### src/rtl/mem_port_issue.sv
module mem_port_issue #(
  parameter int NSLOT = 4,
  parameter int DW = 32,
  parameter int SW = $clog2(NSLOT)
) (
  input  logic                clk,
  input  logic                rst_n,
  input  logic [NSLOT-1:0]    slot_req,
  input  logic [2*NSLOT-1:0]  slot_op,
  input  logic [NSLOT-1:0]    slot_swap,
  input  logic [NSLOT-1:0]    slot_cswap,
  input  logic [NSLOT-1:0]    slot_llsc,
  input  logic [NSLOT-1:0]    slot_sc_fail,
  input  logic [DW*NSLOT-1:0] slot_cmp,
  output logic                port_valid,
  output logic [2:0]          port_cmd,
  output logic                port_second,
  output logic [SW-1:0]       port_id,
  output logic                port_extra_valid,
  output logic [DW-1:0]       port_extra,
  input  logic                port_accept,
  input  logic                port_retry,
  input  logic                resp_valid,
  input  logic [SW-1:0]       resp_id,
  output logic [NSLOT-1:0]    slot_done,
  output logic [NSLOT-1:0]    slot_again,
  output logic [NSLOT-1:0]    slot_pending,
  output logic                port_blocked,
  output logic                retry_error
);
  localparam logic [2:0] C_RD = 3'd0, C_WR = 3'd1, C_LL = 3'd2, C_SC = 3'd3, C_SWP = 3'd4;

  logic [NSLOT-1:0] ready, sc_drop, needs_port, win_oh, clr_oh;
  logic found;
  logic [1:0] w_op;
  logic w_wr;

  assign ready = slot_req & ~slot_pending;

  always_comb begin
    for (int i = 0; i < NSLOT; i++)
      sc_drop[i] = ready[i] & slot_op[2*i] & slot_llsc[i] & slot_sc_fail[i];
  end

  assign needs_port = ready & ~sc_drop;

  always_comb begin
    found = 1'b0;
    win_oh = '0;
    port_id = '0;
    for (int i = 0; i < NSLOT; i++) begin
      if (needs_port[i] && !found) begin
        found = 1'b1;
        win_oh[i] = 1'b1;
        port_id = SW'(i);
      end
    end
  end

  assign w_op = slot_op[2*port_id +: 2];
  assign w_wr = w_op[0];

  always_comb begin
    if (!w_wr) port_cmd = slot_llsc[port_id] ? C_LL : C_RD;
    else if (slot_swap[port_id]) port_cmd = C_SWP;
    else if (slot_llsc[port_id]) port_cmd = C_SC;
    else port_cmd = C_WR;
  end

  assign port_valid = found & ~port_blocked;
  assign port_second = port_valid & w_op[1];
  assign port_extra_valid = port_valid & w_wr & slot_cswap[port_id];
  assign port_extra = port_extra_valid ? slot_cmp[DW*port_id +: DW] : '0;

  assign slot_done  = port_blocked ? '0 : (sc_drop | (win_oh & {NSLOT{port_accept}}));
  assign slot_again = port_blocked ? ready : (needs_port & ~(win_oh & {NSLOT{port_accept}}));

  assign retry_error = port_retry & ~port_blocked;

  always_comb begin
    clr_oh = '0;
    if (resp_valid) clr_oh[resp_id] = 1'b1;
  end

  always_ff @(posedge clk) begin
    if (!rst_n) begin
      port_blocked <= 1'b0;
      slot_pending <= '0;
    end else begin
      if (port_valid && !port_accept) port_blocked <= 1'b1;
      else if (port_retry || (port_valid && port_accept)) port_blocked <= 1'b0;
      slot_pending <= (slot_pending | (port_valid && port_accept ? win_oh : '0)) & ~clr_oh;
    end
  end
endmodule

### config.mk
export PLATFORM = sky130hd
export DESIGN_NAME = mem_port_issue
export DESIGN_NICKNAME = d
export VERILOG_FILES = /design/src/rtl/mem_port_issue.sv
export SDC_FILE = /design/constraint.sdc
export NUM_CORES = 1
export LEC_CHECK = 0
export BUFFER_PORTS_ARGS = -buffer_cell sky130_fd_sc_hd__buf_4
export CAP_MARGIN = 5
export CORE_AREA = 2 2 84 86
export CTS_CLUSTER_DIAMETER = 60
export CTS_CLUSTER_SIZE = 40
export DETAILED_ROUTE_END_ITERATION = 10
export DIE_AREA = 0 0 86 88
export PLACE_DENSITY = 0.89
export SYNTH_ARGS = -nofsm -noshare
export SYNTH_HDL_FRONTEND = slang
export SYNTH_SLANG_ARGS = --single-unit
### constraint.sdc
create_clock -name clk -period 2.6 [get_ports clk]
set_input_delay 0.65 -clock clk [delete_from_list [all_inputs] [get_ports clk]]
set_output_delay 0.65 -clock clk [all_outputs]
set_load 0.03 [all_outputs]
Yosys cells after proc, flatten, opt, wreduce, memory -nomap -nowiden --
Index checks and enable logic that the tools add are counted. W data, S select, Z words.
Word-level totals: register bits after elaboration 5, bits of input ports 163, output and inout bits 54, word-level logic and storage cells 77
Operators by class: magnitude comparators 3, shifts and indexed selects 2, muxes and demuxes 29, bitwise logic cells 29, reduce and logical (&&, ||, !) cells 12
Operators with widths (count):
- $shiftx A128 B8 Y32 | 1
- $mux W32 | 1
- $and A4 B4 Y4 | 5
- $and A1 B1 Y1 | 17
- $mux W4 | 4
- $not A4 Y4 | 4
- $mux W1 | 14
- $mux W2 | 4
- $or A4 B4 Y4 | 2
- $shiftx A8 B4 Y2 | 1
- $bmux W1 S2 | 3
- $logic_and A1 B1 Y1 | 6
- $lt A2 B3 Y1 const B | 2
- $mux W3 | 2
- $logic_not A1 Y1 | 4
- $demux W1 S2 | 1
- $ge A2 B1 Y1 const B | 1
- $reduce_bool A2 Y1 | 1
- $logic_or A1 B1 Y1 | 1
- $not A1 Y1 | 1

Logic depth before layout (Yosys ltp) --
Gate-level depths: netlist of the first run.
depth in word-level cells 22, depth in mapped cells 7, mapped depth without buffers 5

Worst setup path before layout of the first run --
No wires, ideal clock.
path type input port to output port, from in slot_sc_fail[0], to out port_second, data arrival time 2558 ps, setup slack -608 ps, stages 7, path buffers 2, path through and3_1 nor2_2 buf_2 buf_2 a21oi_1 mux2i_1 o22ai_1
Between the ends: cells in the longest elaborated chain, start to end 15
Ends and longest elaborated chain:
- from (decl) | RTL line 13 | input logic [NSLOT-1:0] slot_sc_fail,
- $and A1 B1 Y1 * | RTL line 42 | sc_drop[i] = ready[i] & slot_op[2*i] & slot_llsc[i] & slot_sc_fail[i];
- $not A4 Y4 * | RTL line 45 | assign needs_port = ready & ~sc_drop;
- $and A4 B4 Y4 * | RTL line 45
- $mux W1 * | RTL line 52 | if (needs_port[i] && !found) begin
- $logic_not A1 Y1 | RTL line 52
- $logic_and A1 B1 Y1 | RTL line 52
- $mux W1 | RTL line 52
- $logic_not A1 Y1 | RTL line 52
- $logic_and A1 B1 Y1 | RTL line 52
- $mux W1 | RTL line 52
- $logic_not A1 Y1 | RTL line 52
- $logic_and A1 B1 Y1 | RTL line 52
- $mux W2 * | RTL line 52
- via port_id[0] | RTL line 18 | output logic [SW-1:0] port_id,
- $shiftx A8 B4 Y2 * | RTL line 60 | assign w_op = slot_op[2*port_id +: 2];
- $and A1 B1 Y1 * | RTL line 71 | assign port_second = port_valid & w_op[1];
- to (decl) | RTL line 17 | output logic port_second,
Mark *: on every way through the listed nets, which the timed path passes. The rest lies on a longest branch.

Worst setup path in the final report of the first run --
from in slot_req[1], to out port_extra[1]
Between the ends: cells in the longest elaborated chain, start to end 18
Ends and longest elaborated chain:
- from (decl) | RTL line 8 | input logic [NSLOT-1:0] slot_req,
- $and A4 B4 Y4 * | RTL line 38 | assign ready = slot_req & ~slot_pending;
- $and A1 B1 Y1 (3 in a row) | RTL line 42
- $not A4 Y4 | RTL line 45
- $and A4 B4 Y4 * | RTL line 45
- $logic_and A1 B1 Y1 * | RTL line 52
- parallel branches: the longest is 10 deep, another holds $shiftx A128 B8 Y32
- $mux W32 * | RTL line 73 | assign port_extra = port_extra_valid ? slot_cmp[DW*port_id +: DW] : '0;
- to (decl) | RTL line 20 | output logic [DW-1:0] port_extra,
Every way passes the cells marked *. The select of a mux whose other input is x is not followed.

==> results.cfg, run 1 <==
[status]
status = complete, but fails checks
violations = setup timing

[floorplanning]
core_sq_um = 6640
die_y_um = 88
die_w_um = 86
ios = 217
core.rowCount = 30
dieArea_sq_um = 7570
initial_core_util_pct = 32.2

[synth]
yosys.area_share.simple_pct = 32.3
synth_xor_area_share_pct = 0
synth-seq-area-share_pct = 4.68
syn_avg_cell_area_sq_um = 7.27
synth-compound-area-share_pct = 52.1
ys_types = 44
ys.flop_type = dfxtp_1
synthesis.area_sq_um = 2140
synthMuxAreaShare_pct = 0.468
synth_warnings = 0
synth_nets = 457
synth_top_family_by_area = compound AO/OA/AOI/OAI gates
synthArstFlopShare_pct = 0
synth_seq_cells = 5
synthAdderAreaFrac_pct = 0
synth_edf_count = 0
synth_cells = 294

[setup_path]
reg2reg_to = slot_pending[1]
crit_type = input pin to output pin
cp_slowest_stage_delay_ns = 0.30
critPathMaxFanout = 6
path_buf_inv = 5
endpoint_kind = output pin
reg2reg_depth = 9
crit_family = buffers and inverters
r2r_setup_slack_ns = 0.53
worst_path_max_delay_cell = o31a_4
start_kind = input pin
arrival_ns = 2.34
path_cells = buf_6 > nor2b_4 > a222oi_1 > buf_4 > buf_6 > o31a_4 > bufbuf_16 > nor3_2 > buf_4
cp.required_ns = 1.95
r2r-start = slot_pending[1]

[min_path]
worstHoldStart = slot_pending[0]
whs_path_depth = 2
whs_endpoint = slot_pending[0]
hold_class = register to register

[pwr]
powerDensity_nw_per_um2 = 354
p_leak_nw = 2.44
ir_drop_mv = 0.430

[timing]
final_hold_viol_count = 0
tightest_slew_ns = 0.372
fin_crit_sh_pct = 115
report.final.setup_viol = 42
hold_ws_ns = 0.628
max_freq_mhz = 334
finalMaxSlewViolations = 0
slew_headroom_pct = 75.2
skew_ns = 0.00464
setup_ws_ns = -0.391
rsz0062_at_grt = yes
period_needed_ns = 2.99

[cts]
holdBufCountCts = 0
numClockSinks = 5
cts.clk_slew.worst_paths_ns = 0.04
clockBufferDepth = 2
numCtsBuffers = 3
cts_root_buf = clkbuf_8
h-tree-depth = 1
clkLatencyLatePin_ns = 0.23
cts_tree = done

[global_routing]
grt_pass1_vias = 3901
antenna_found_initial = 0
grt_max_degree = 34
grt_first_pass_wirelength_um = 20100
grt_overflow_total = 0
grtUsageTotal_pct = 33.7

[detailed_routing]
firstDrtPassIters = 6
drt_iter0_markers = 280
drt_wl_total_um = 16500
vias_per_cell = 6.53
num_vias = 4207
antenna_left = 0
drc = 0
wl_per_cell_um = 25.6

[place]
dpl_cell_area_sq_um = 4490
portBuffers = 216
gp_congestion = 0.844
hpwl_um = 9030

[cells_and_area]
final_cell_mix = 202 x buf_4, 66 x buf_6, 36 x nor2_1
synthToLayoutAreaGrowth_pct = 162
drive_gt1_share_pct = 72.2
n_fill_cell = 367
multi_input_area_sq_um = 2410
num_antenna_cells = 0
final_area_sq_um = 5610
seqCellArea_sq_um = 100
final_common_cell = buf_4
finalNetCount = 728

[job]
cap_violations = 0
## cell usage after synthesis, types with 4 or more instances
library cell | count | area [sq um]
a211oi_1 | 35 | 263
a21oi_1 | 7 | 35.0
a22oi_1 | 35 | 263
buf_2 | 8 | 40.0
buf_6 | 8 | 90.1
clkbuf_1 | 16 | 60.1
dfxtp_1 | 5 | 100
nand2_1 | 8 | 30.0
nand2b_1 | 5 | 31.3
nand3_1 | 5 | 25.0
nor2_1 | 49 | 184
nor2b_1 | 7 | 43.8
nor3_1 | 6 | 30.0
nor3_2 | 29 | 290
o21ai_0 | 4 | 20.0
o32a_1 | 32 | 320
## cell type report
cell class	count	share of cell area [%]
Tap cell	80	1.78
Inverter	2	0.134
Sequential cell	5	1.78
Clock buffer	4	0.803
Timing Repair Buffer	302	52.6
Multi-Input combinational cell	251	42.9
## per-layer routing
| layer | up-vias | GRT usage (%) | part of all wire, % |
|---|---|---|---|
| li1 | 1741 | - | - |
| met1 | 1961 | 36.8 | 33 |
| met2 | 385 | 62.9 | 49 |
| met3 | 120 | 7.26 | 11 |
| met4 | 0 | 14.3 | 7.5 |
| met5 | - | 0 | 0 |
## what timing repair did
action | 4_1_cts | 5_1_grt
buffers inserted | 13 | 16
setup endpoints to repair | 42 | 42
gates resized for setup | 113 | 45
endpoints found under the hold margin | 0 | 0
gates cloned | 5 | 3
pin swaps | 20 | 46
## stage by stage
step	setup WS [ns]	utilization, %	total power (W)	instances	setup TNS (ns)
2_1_floorplan	-0.210	-	0.000884	294	-5.85
3_3_place_gp	-0.361	67.6	0.00139	605	-12.01
3_5_place_dp	-0.426	67.6	0.00142	605	-14.02
4_1_cts	-0.276	79.0	0.00180	627	-8.49
5_1_grt	-0.437	84.4	0.00204	644	-13.96
6_report	-0.391	84.4	0.00198	644	-12.35
## cell families after synthesis
family / after synthesis
compound gates: 133
simple gates: 117
buf+inv: 38
flops: 5
mux: 1
## registers in the layout, indices dropped and copies added, names as in the netlist
register and cells:
port_blocked 1, slot_pending 4
## worst register-to-register path: cells and delay by family (launching register included)
kind	cells	cell delay (ns)
AO/OA/AOI/OAI	3	0.77
buffers and inverters	4	0.55
flip-flops	1	0.45
AND/OR/NAND/NOR	2	0.18
## worst max path at each step
| stage | startpoint | to | slack [ns] | cells after the start |
|---|---|---|---|---|
| CTS | slot_sc_fail[1] | port_extra[3] | -0.28 | 9 |
| global placement | slot_sc_fail[1] | port_extra[19] | -0.36 | 8 |
| global route | slot_pending[2] | port_extra[1] | -0.44 | 7 |
| finish | slot_req[1] | port_extra[1] | -0.39 | 9 |
| detailed placement | slot_sc_fail[1] | port_extra[19] | -0.43 | 8 |
| floorplan | slot_sc_fail[2] | port_extra[14] | -0.21 | 7 |
## report_power, final
part	switching (W)	internal, W
clock	0.0000433	0.000106
sequential	0.00000606	0.0000814
combinational	0.000881	0.000866
Power figures use the tool's default switching activity.
==> run 2, diff against run 1 <==
- CORE_AREA: 2 2 84 86 -> unset
- CORE_ASPECT_RATIO: unset -> 0.7
- CORE_UTILIZATION: unset -> 33
- DIE_AREA: 0 0 86 88 -> unset
- PLACE_DENSITY: 0.89 -> 0.9
==> run 2 against run 1 <==
- the run ends with DRC, setup timing left
- first-iteration DRC count grew 79%
- die area is 10% lower
- total power down 1.1%
- worst setup slack improved by 0.016 ns
- core utilization grew 4.5 points
- sequential cell count did not move
- sequential power is 2% lower
==> results.cfg, run 2 (synthesis gave the netlist of run 1 again) <==
[status]
status = complete, but fails checks
violations = DRC, setup timing

[cells_and_area]
final_util_pct = 88.9
multi_input_area_sq_um = 2380
synthToLayoutAreaGrowth_pct = 160
max_flop_register = slot_pending
finalNetCount = 740
n_fill_cell = 270
final_common_cell = buf_4
top_regs = slot_pending (4), port_blocked (1)
largest_reg_flops = 4
seqCellArea_sq_um = 100
drive_gt1_share_pct = 71.5
final_cell_mix = 219 x buf_4, 73 x buf_6, 38 x nor2_1
num_antenna_cells = 0

[timing]
report.final.setup_viol = 40
hold_ws_ns = 0.637
rsz0062_at_grt = yes
skew_ns = 0.00969
final.setup.tns_ns = -11.92
finalMaxSlewViolations = 0
fin_crit_sh_pct = 114
max_freq_mhz = 336
setup_ws_ns = -0.375
tightest_slew_ns = 0.410
period_needed_ns = 2.98
final_hold_viol_count = 0
slew_headroom_pct = 72.4

[setup_path]
r2r-start = slot_pending[1]
start_kind = input pin
critPathMaxFanout = 16
crit_type = input pin to output pin
endpoint_kind = output pin
path_buf_inv = 5
r2r_setup_slack_ns = 0.69
crit_family = buffers and inverters
cp_slowest_stage_delay_ns = 0.27
worst-path-stages = 10
crit_end = port_extra[31]
cp.required_ns = 1.95
path_cells = buf_8 > buf_4 > nand2b_2 > nor2_4 > buf_12 > nand2_1 > o31a_4 > buf_12 > nor3_2 > buf_4
reg2reg_depth = 9
reg2reg_to = port_blocked
arrival_ns = 2.33
worst_path_max_delay_cell = nor2_4
crit_start = slot_req[0]

[job]
cap_violations = 0

[floorplanning]
core.rowCount = 24
ios = 217
die_y_um = 69.4
initial_core_util_pct = 34.2
core_sq_um = 6250
die_w_um = 98.2
dieArea_sq_um = 6810

[pwr]
p_leak_nw = 2.45
powerDensity_nw_per_um2 = 353
ir_drop_mv = 0.271

[detailed_routing]
wl_per_cell_um = 25.3
vias_per_cell = 6.72
drt_iter0_markers = 502
num_vias = 4397
firstDrtPassIters = 11
antenna_left = 0
drt_wl_total_um = 16500
drc = 11

[cts]
cts.clk_slew.worst_paths_ns = 0.04
holdBufCountCts = 0
clockBufferDepth = 2
numClockSinks = 5
numCtsBuffers = 3
h-tree-depth = 1
clkLatencyLatePin_ns = 0.24
cts_root_buf = clkbuf_8
cts_tree = done

[place]
gp_congestion = 0.997
hpwl_um = 9480
portBuffers = 216

[global_routing]
grt_first_pass_wirelength_um = 21500
grt_pass1_vias = 4143
grt_max_degree = 17
grtUsageTotal_pct = 40.8
grt_overflow_total = 0
antenna_found_initial = 0

[min_path]
hold_class = register to register
==> run 2: worst min-delay path by stage <==
stage	startpoint	end	slack [ns]	cells after the start
finish	slot_pending[3]	slot_pending[3]	0.64	2
global route	slot_pending[0]	slot_pending[0]	0.66	2
CTS	slot_pending[0]	slot_pending[0]	0.57	2
detailed placement	slot_pending[0]	slot_pending[0]	0.53	2
global placement	slot_pending[0]	slot_pending[0]	0.54	2
floorplan	slot_pending[0]	slot_pending[0]	0.64	2
==> run 2: stage by stage <==
stage	instance area (sq um)	worst slack (ns)	total power, W	cells
after global routing	5550	-0.411	0.00201	654
after detailed placement	4560	-0.422	0.00144	614
after global placement	4560	-0.374	0.00141	614
after floorplan	2510	-0.210	0.000884	294
after CTS	5340	-0.298	0.00181	644
final	5550	-0.375	0.00196	654
==> run 2: layer usage <==
metal  vias up  GRT usage (%)  part of all wire (%)
met5         -              0                     0
met4         0           22.4                   7.0
met3       125           11.0                    12
met2       468           72.1                    48
met1      2043           44.6                    33
li1       1761              -                     -
==> run 2: layout make-up <==
type	instances	area share, %
timing repair buffer	314	52.5
multi-input combinational	251	43.0
sequential	5	1.80
tap	78	1.76
clock buffer	4	0.811
inverter	2	0.135
==> run 2: timing repair <==
item                       4_1_cts  5_1_grt
cloned                           6        0
gates resized for setup        114       35
pin swaps                       29       32
buffers inserted                20       12
setup endpoints to repair       43       43
hold endpoints to repair         0        0
==> run 2: worst min-delay path, cell delays in order (launching register included) <==
cell,delay (ns)
dfxtp_1,0.32
buf_4,0.12
o221a_2,0.17
==> run 2: report_power, final <==
group,leakage [nW],switching [W],internal [W]
Clock,0.0228,0.0000554,0.000107
Sequential,0.0408,0.00000481,0.0000813
Combinational,2.38,0.000886,0.000827
